===== src/rtl/ccsp_pkg.sv =====
package ccsp_pkg;

  // Fractional bits of every rate, offset and potential value.
  localparam int unsigned FRAC_BITS = 8;

  typedef enum logic {
    ARB_IDLE = 1'b0,
    ARB_BUSY = 1'b1
  } arb_state_e;

endpackage


===== src/rtl/ccsp_credit.sv =====
module ccsp_credit #(
  parameter int unsigned POT_W  = 20,
  parameter int unsigned SIG_W  = 16,
  parameter int unsigned RATE_W = 9,
  parameter int unsigned SIZE_W = 4
) (
  input  logic              clk,
  input  logic              rst_n,
  input  logic              req,
  input  logic [SIZE_W-1:0] size,
  input  logic [SIG_W-1:0]  sigma,
  input  logic [RATE_W-1:0] rate,
  input  logic              charge,
  output logic              eligible
);
  import ccsp_pkg::*;

  localparam int unsigned COST_PAD = POT_W - SIZE_W - FRAC_BITS;
  localparam logic signed [POT_W:0] POT_MAX = {2'b00, {(POT_W-1){1'b1}}};
  localparam logic signed [POT_W:0] POT_MIN = {2'b11, {(POT_W-1){1'b0}}};

  logic signed [POT_W-1:0] pot;
  logic signed [POT_W-1:0] cost;
  logic signed [POT_W:0]   nxt;
  logic                    active;

  assign cost   = {{COST_PAD{1'b0}}, size, {FRAC_BITS{1'b0}}};
  assign active = req | pot[POT_W-1];

  // One extra bit of headroom, then saturate in both directions.
  assign nxt = {pot[POT_W-1], pot}
             + {{(POT_W+1-RATE_W){1'b0}}, rate}
             - (charge ? {1'b0, cost} : {(POT_W+1){1'b0}});

  always_ff @(posedge clk or negedge rst_n) begin
    if (!rst_n) begin
      pot <= '0;
    end else if (!active) begin
      pot <= {{(POT_W-SIG_W){1'b0}}, sigma};
    end else if (nxt > POT_MAX) begin
      pot <= POT_MAX[POT_W-1:0];
    end else if (nxt < POT_MIN) begin
      pot <= POT_MIN[POT_W-1:0];
    end else begin
      pot <= nxt[POT_W-1:0];
    end
  end

  assign eligible = req && (pot >= cost);

endmodule


===== src/rtl/ccsp_pick.sv =====
module ccsp_pick #(
  parameter int unsigned N      = 4,
  parameter int unsigned PRIO_W = 2
) (
  input  logic [N-1:0]        mask,
  input  logic [N*PRIO_W-1:0] prio,
  output logic                found,
  output logic [N-1:0]        onehot
);

  logic [PRIO_W-1:0] best;

  // Strictly-greater comparison keeps the lower index on a tie.
  always_comb begin
    found  = 1'b0;
    best   = '0;
    onehot = '0;
    for (int i = 0; i < N; i++) begin
      if (mask[i] && (!found || prio[i*PRIO_W +: PRIO_W] > best)) begin
        found     = 1'b1;
        best      = prio[i*PRIO_W +: PRIO_W];
        onehot    = '0;
        onehot[i] = 1'b1;
      end
    end
  end

endmodule


===== src/rtl/ccsp_arbiter.sv =====
module ccsp_arbiter #(
  parameter int unsigned N      = 4,
  parameter int unsigned SIZE_W = 4,
  parameter int unsigned SIG_W  = 16,
  parameter int unsigned RATE_W = 9,
  parameter int unsigned PRIO_W = 2,
  parameter int unsigned POT_W  = 20
) (
  input  logic                clk,
  input  logic                rst_n,
  input  logic [N-1:0]        req_valid,
  input  logic [N*SIZE_W-1:0] req_size,
  input  logic [N*SIG_W-1:0]  cfg_sigma,
  input  logic [N*RATE_W-1:0] cfg_rate,
  input  logic [N*PRIO_W-1:0] cfg_prio,
  input  logic                mem_done,
  output logic [N-1:0]        grant,
  output logic                grant_valid
);
  import ccsp_pkg::*;

  arb_state_e   state;
  logic [N-1:0] elig;
  logic [N-1:0] pick_elig;
  logic [N-1:0] pick_any;
  logic [N-1:0] winner;
  logic [N-1:0] charge;
  logic         found_elig;
  logic         found_any;
  logic         launch;

  for (genvar g = 0; g < N; g++) begin : g_credit
    ccsp_credit #(
      .POT_W  (POT_W),
      .SIG_W  (SIG_W),
      .RATE_W (RATE_W),
      .SIZE_W (SIZE_W)
    ) u_credit (
      .clk      (clk),
      .rst_n    (rst_n),
      .req      (req_valid[g]),
      .size     (req_size[g*SIZE_W +: SIZE_W]),
      .sigma    (cfg_sigma[g*SIG_W +: SIG_W]),
      .rate     (cfg_rate[g*RATE_W +: RATE_W]),
      .charge   (charge[g]),
      .eligible (elig[g])
    );
  end

  ccsp_pick #(.N(N), .PRIO_W(PRIO_W)) u_pick_elig (
    .mask   (elig),
    .prio   (cfg_prio),
    .found  (found_elig),
    .onehot (pick_elig)
  );

  ccsp_pick #(.N(N), .PRIO_W(PRIO_W)) u_pick_any (
    .mask   (req_valid),
    .prio   (cfg_prio),
    .found  (found_any),
    .onehot (pick_any)
  );

  // Qualified requestors first; otherwise fall back to any pending one.
  assign winner = found_elig ? pick_elig : pick_any;
  assign launch = (state == ARB_IDLE) && found_any;
  assign charge = launch ? winner : '0;

  always_ff @(posedge clk or negedge rst_n) begin
    if (!rst_n) begin
      state       <= ARB_IDLE;
      grant       <= '0;
      grant_valid <= 1'b0;
    end else begin
      grant_valid <= 1'b0;
      case (state)
        ARB_IDLE: begin
          if (launch) begin
            grant       <= winner;
            grant_valid <= 1'b1;
            state       <= ARB_BUSY;
          end
        end
        ARB_BUSY: begin
          if (mem_done) begin
            grant <= '0;
            state <= ARB_IDLE;
          end
        end
        default: state <= ARB_IDLE;
      endcase
    end
  end

endmodule


===== config.mk =====
export PLATFORM = sky130hd
export DESIGN_NAME = ccsp_arbiter
export DESIGN_NICKNAME = d
export VERILOG_FILES = /design/src/rtl/ccsp_pkg.sv /design/src/rtl/ccsp_credit.sv /design/src/rtl/ccsp_pick.sv /design/src/rtl/ccsp_arbiter.sv
export SDC_FILE = /design/constraint.sdc
export NUM_CORES = 1
export LEC_CHECK = 0
export ABC_AREA = 1
export BUFFER_PORTS_ARGS = -buffer_cell sky130_fd_sc_hd__buf_4
export CAP_MARGIN = 20
export CELL_PAD_IN_SITES_DETAIL_PLACEMENT = 0
export CELL_PAD_IN_SITES_GLOBAL_PLACEMENT = 1
export CORE_MARGIN = 2
export CORE_UTILIZATION = 40
export CTS_CLUSTER_DIAMETER = 60
export CTS_CLUSTER_SIZE = 8
export DETAILED_ROUTE_END_ITERATION = 6
export PLACE_DENSITY_LB_ADDON = 0.1
export SKIP_LAST_GASP = 1
export SYNTH_ARGS = -nofsm -noshare
export SYNTH_HDL_FRONTEND = slang
export SYNTH_HIERARCHICAL = 1
export SYNTH_SLANG_ARGS = --single-unit

===== constraint.sdc =====
create_clock -name clk -period 9.6 [get_ports clk]
set_input_delay 1.92 -clock clk [delete_from_list [all_inputs] [get_ports clk]]
set_output_delay 1.92 -clock clk [all_outputs]
set_load 0.05 [all_outputs]

; ---- After elaboration in Yosys (flattened, before gate mapping)
; Cells that the tools add are included.
[totals]
ff_bits = 86
latchBits = 0
mem_bits_rw = 0
rom_bits = 0
inputBits = 131
mem_count = 0
[classes]
n_addsub = 8
n_mul = 0
div_mod_pow = 0
magnitude_cmp = 18
eq_ne = 2
n_shift = 0
n_mux = 47
bitwise = 5
reduce_logical = 24
[ops]
columns = cell, n
row1 = two-way mux 20 bit, 12
row2 = adder 20 x 10 -> 21 bit, 4
row3 = > comparator 21 x 20 -> 1 bit (second input constant), 4
row4 = less-than comparator 21 x 20 -> 1 bit (second input constant), 4
row5 = subtractor 21 bit, 4
row6 = greater-or-equal comparator 20 x 13 -> 1 bit, 4
row7 = two-way mux 12 bit, 4
row8 = two-way mux 4 bit, 6
row9 = two-way mux 2 bit, 8
row10 = two-way mux 1 bit, 13
row11 = > comparator 2 bit, 6
row12 = logical AND 1 bit, 11
row13 = one-hot mux 4 bit (2 select lines), 1
row14 = logical NOT 1 bit, 6
row15 = logical OR 1 bit, 6
row16 = two-way mux 3 bit, 2
row17 = inequality test 2 bit (second input constant), 2
row18 = OR 1 bit, 4
row19 = one-hot mux 1 bit (2 select lines), 1
row20 = AND reduction 2 bit, 1
row21 = NOT 1 bit, 1

; ---- Longest topological paths before layout
[depth]
ltp_word = 23
ltp_mapped = 62

; ---- Modules after synthesis
; The synthesis kept the hierarchy.
[by_module_without_submodules]
columns = module, instances, cells_per_inst, area_each_um2
row1 = ccsp_credit at g_credit[0].u_credit ..., 3, 438, 2800.2
row2 = ccsp_credit at g_credit[1].u_credit, 1, 442, 2760.1
row3 = ccsp_pick, 2, 57, 297.8
row4 = ccsp_arbiter, 1, 40, 301.5

; ---- Least setup slack after synthesis
; Ideal clock, no wire load.
[synth_timing]
kind = input-to-reg
start = input port req_size[1]
end = register g_credit[0].u_credit.pot[7]
setup_time_ns = 0.116
arrival_time_ns = 7.805
t_required_ns = 9.484
path_slack_ns = 1.678
stages = 60
n_path_buf = 1
cell_sequence = inv_1 -> ha_1 -> inv_1 -> nor2_1 -> nor2_1 -> o21ai_0 -> o21ai_0 -> nand3_1 -> nor2_1 -> nor2_1 -> a21boi_0 -> nand2_1 -> ha_1 -> nand2_1 -> nand2_1 -> nand2_1 -> nand2_1 -> nand2_1 -> [24 not listed] -> fa_1 -> inv_1 -> ha_1 -> nand2_1 -> inv_2 -> nand2_4 -> inv_1 -> nand2_1 -> nand2_2 -> nand2_2 -> nand3_2 -> nand2_2 -> nand2_2 -> nand2_4 -> buf_8 -> nand2_1 -> nand2_1 -> nand2_1
[synth_between]
elab_chain_len = 23
[synth_lines]
columns = element, line
row1 = start: declaration, ccsp_arbiter.sv:12  ; input logic [N*SIZE_W-1:0] req_size,
row2 = greater-or-equal comparator 20 x 13 -> 1 bit (*), ccsp_credit.sv:49  ; assign eligible = req && (pot >= cost);
row3 = logical AND 1 bit (*), ccsp_credit.sv:49
row4 = via elig[0], ccsp_arbiter.sv:23  ; logic [N-1:0] elig;
row5 = two-way mux 2 bit / two-way mux 1 bit (equally long branches), ccsp_pick.sv:19  ; if (mask[i] && (!found || prio[i*PRIO_W +: PRIO_W] > best)) begin
row6 = > comparator 2 bit / logical NOT 1 bit (equally long branches), ccsp_pick.sv:19
row7 = logical OR 1 bit, ccsp_pick.sv:19
row8 = logical AND 1 bit, ccsp_pick.sv:19
row9 = two-way mux 2 bit / two-way mux 1 bit (equally long branches), ccsp_pick.sv:19
row10 = [8 not listed], -
row11 = via pick_elig[0], ccsp_arbiter.sv:24  ; logic [N-1:0] pick_elig;
row12 = [1 not listed], -
row13 = two-way mux 4 bit (*), ccsp_arbiter.sv:67  ; assign charge = launch ? winner : '0;
row14 = via charge[0], ccsp_arbiter.sv:27  ; logic [N-1:0] charge;
row15 = two-way mux 12 bit (*), ccsp_credit.sv:33  ; - (charge ? {1'b0, cost} : {(POT_W+1){1'b0}});
row16 = subtractor 21 bit (*), ccsp_credit.sv:33
row17 = less-than comparator 21 x 20 -> 1 bit, ccsp_credit.sv:42  ; end else if (nxt < POT_MIN) begin
row18 = two-way mux 20 bit, ccsp_credit.sv:42
row19 = two-way mux 20 bit (*), ccsp_credit.sv:40  ; end else if (nxt > POT_MAX) begin
row20 = two-way mux 20 bit (*), ccsp_credit.sv:38  ; end else if (!active) begin
row21 = end signal: assignment, ccsp_credit.sv:39  ; pot <= {{(POT_W-SIG_W){1'b0}}, sigma};
row22 = end signal: assignment, ccsp_credit.sv:41  ; pot <= POT_MAX[POT_W-1:0];
row23 = end signal: assignment, ccsp_credit.sv:43  ; pot <= POT_MIN[POT_W-1:0];
row24 = end: declaration, ccsp_credit.sv:22  ; logic signed [POT_W-1:0] pot;
; Mark *: on every way through the listed nets, which the timed path passes. The rest lies on a longest branch.
; A chain may end at the register's enable or synchronous reset.

; ---- Worst setup path in the final report
[layout_timing]
start = input port req_size[1]
end = register g_credit[1].u_credit.pot[2]
[layout_between]
elab_chain_len = 23
[layout_lines]
columns = element, line
row1 = greater-or-equal comparator 20 x 13 -> 1 bit (*), ccsp_credit.sv:49
row2 = logical AND 1 bit (*), ccsp_credit.sv:49
row3 = via elig[0], ccsp_arbiter.sv:23
row4 = two-way mux 2 bit / two-way mux 1 bit (equally long branches), ccsp_pick.sv:19
row5 = > comparator 2 bit / logical NOT 1 bit (equally long branches), ccsp_pick.sv:19
row6 = logical OR 1 bit, ccsp_pick.sv:19
row7 = logical AND 1 bit, ccsp_pick.sv:19
row8 = two-way mux 2 bit / two-way mux 1 bit (equally long branches), ccsp_pick.sv:19
row9 = [8 not listed], -
row10 = via pick_elig[1], ccsp_arbiter.sv:24
row11 = [1 not listed], -
row12 = two-way mux 4 bit (*), ccsp_arbiter.sv:67
row13 = via charge[1], ccsp_arbiter.sv:27
row14 = two-way mux 12 bit (*), ccsp_credit.sv:33
row15 = subtractor 21 bit (*), ccsp_credit.sv:33
row16 = less-than comparator 21 x 20 -> 1 bit, ccsp_credit.sv:42
row17 = two-way mux 20 bit, ccsp_credit.sv:42
row18 = two-way mux 20 bit (*), ccsp_credit.sv:40
row19 = two-way mux 20 bit (*), ccsp_credit.sv:38
row20 = end signal: assignment, ccsp_credit.sv:39
row21 = end signal: assignment, ccsp_credit.sv:41
row22 = end signal: assignment, ccsp_credit.sv:43
row23 = end: declaration, ccsp_credit.sv:22
; Marked as above.

==> impl_metrics.yaml <==
floorplanning:
  ios: 136
  dieArea_sq_um: 31550
  rows: 63
  die-height_microns: 177.6
  die_w_microns: 177.6
  core-area_sq_um: 29640
  start_util_pct: 40.68
worst_setup_path:
  end_kind: "register"
  arrival_ps: 8900
  r2r_cells: 52
  critPathKind: "input port to register"
  path_delay_family: "simple AND/OR/NAND/NOR gates"
  path_max_fanout: 17
  cp_slowest_cell: "fa_1"
  worst_path_largest_cell_delay_ps: 400
  path_depth: 58
  cp_data_required_time_ps: 9850
  critPathBufInv: 8
  crit_top_cell: "nand2_1"
  startpoint_type: "input port"
timing:
  max_freq_mhz: 115.6
  final.setup.tns_ps: 0
  rsz0062_at_grt: "false"
  hold_viol: 0
  worst_pin_slew_ps: 743.6
  min_period_ps: 8649
  final-max-slew-violation-count: 0
  period_share_pct: 90.10
  finalSetupViolations: 0
  slew_headroom_pct: 49.97
  skew_ps: 14.83
cells_and_area:
  final_common_cell: "nand2_1"
  layout-drive-gt1-share_pct: 17.12
  nets: 2348
  fillers: 3241
  most-common-layout-cells: "nand2_1 (728), inv_1 (313), ha_1 (168), buf_4 (140), nor2_1 (121)"
  area_delta_synth_final_pct: 14.11
  multi_input_comb_area_sq_um: 8320
  seq_area_sq_um: 2152
route:
  drt_iter0_markers: 446
  routed_wl_microns: 32330
  drc: 0
  vias_per_cell: 4.614
  drt_pass1_iterations: 5
  vias: 11270
  ant_nets: 0
  avgRoutedWirePerCell_microns: 13.24
yosys:
  syn_area_per_cell_sq_um: 6.313
  yosys_warnings: 6
  syn_inst: 1910
  ys_seq_elements: 86
  syn_area_sq_um: 12060
  ys_seq_area_share_pct: 17.85
  synth_cell_types: 48
  syn_nets: 2213
clocking:
  clock-root-buffer: "clkbuf_16"
  htreeDepth: 3
  cts_tree: "built"
  insertion_delay_ps: 370
  cts.sinks: 86
  cts_buffers: 9
  holdBufCountCts: 0
  clk_path_buf_depth: 2
  cts.clk_slew.worst_paths_ps: 80
job:
  max_cap_violations: 0
global_route:
  antenna_found_initial: 1
  grt_max_degree: 45
  grt_pass1_vias: 11180
  gr-usage-all-layers_pct: 21.19
  grt_pass1_wl_microns: 53590
  grt-ovfl-total: 0
placement:
  globalplace.congestion: 0.8868
  hpwlAfterDp_microns: 26600
  port_buffers: 135
worst_hold_path:
  worstHoldPathCells: 2
  hold_class: "register to register"
status:
  status: "complete, no violations"
==> synth_stat cells (all sizes together) <==
cell type  count  area share [%]
a21boi         3            0.19
and2           9            0.47
a21oi         70             3.7
o21ai         25             1.0
and3           2            0.15
nand3b         3            0.19
xor2          28             2.0
o211ai         1           0.062
nor3          17            0.95
o21a           3            0.19
a31oi          6            0.31
nand2        779              26
buf           12             1.1
ha           168              17
xnor2         17             1.2
inv          376              12
dfrtp         86              18
clkinv         3            0.13
o21bai        25             1.6
nor2         150             6.1
nand3         90             4.8
clkbuf         4            0.12
or2            5            0.26
nor4          11            0.57
fa             4            0.66
nand4         13             1.1
==> worst register-to-register path, delay by kind of cell (launching register included) <==
family                   cells  cell delay, ps
flip-flops                   1             390
adder cells (fa/ha/maj)      5            1490
AO/OA/AOI/OAI                3             600
AND/OR/NAND/NOR             39            4540
buffers and inverters        5             410
==> cell type report <==
| class | instances | share of cell area, % |
|---|---|---|
| well taps | 390 | 3.546 |
| clock buffers | 10 | 1.737 |
| multi-input cells | 1429 | 60.47 |
| clock inverters | 6 | 0.5001 |
| repair buffers | 140 | 7.638 |
| diodes | 2 | 0.03637 |
| flip-flops and latches | 86 | 15.64 |
| inverters | 379 | 10.43 |
==> layer usage <==
layer  wire length (microns)  share of wire (%)  global-route usage [%]  up-vias
met3                    1055                3.3                   2.913       23
met4                     370                1.1                   4.269        0
met2                   15240                 47                   36.90      141
met5                       0                  0                       0        -
met1                   15660                 48                   27.86     4985
li1                        -                  -                       -     6118
==> final timing paths <==
kind,startpoint,end,slack [ps]
worst max-delay path,req_size[1],g_credit[1].u_credit/pot[2],950
worst min-delay path,grant[1],grant[1],510
worst max register to register,g_credit[0].u_credit/pot[1],g_credit[1].u_credit/pot[2],2100
worst min register to register,grant[1],grant[1],510
max in group asynchronous,rst_n,g_credit[3].u_credit/pot[14],6960
min in group asynchronous,rst_n,g_credit[1].u_credit/pot[5],1560
==> per-stage QoR <==
stage,hold WS [ps],utilization (%),std cells,worst slack [ps],cell area [sq um]
2_1_floorplan,538.5,-,1910,1678,12060
3_3_place_gp,498.8,45.37,2424,570.3,13450
3_5_place_dp,496.2,45.37,2424,415.5,13450
4_1_cts,518.3,46.41,2440,779.6,13750
5_1_grt,571.9,46.42,2441,187.3,13760
6_report,511.6,46.42,2442,950.7,13760
==> state kept, by name (all words and copies together) (netlist names) <==
| signal | cells |
|---|---|
| g_credit.u_credit/pot | 80 |
| grant | 4 |
| grant_valid | 1 |
| state | 1 |
==> what timing repair did <==
| action | in CTS | in global routing |
|---|---|---|
| endpoints found under the setup margin | 0 | 4 |
| resized for setup | 0 | 1 |
| buffers inserted | 0 | 0 |
==> cells by family after synthesis <==
group,count (synthesis),synth area share [%]
adders and majority gates,172,18.10
and+or+nand+nor,1079,40.52
AOI/OAI and AO/OA,133,7.118
DFF,86,17.85
buffers and inverters,395,13.15
xor gates and xnor gates,45,3.269
Power is left out: the tool's default activity adds up to more than one toggle a clock period on the data nets, which glitch-free logic cannot reach.
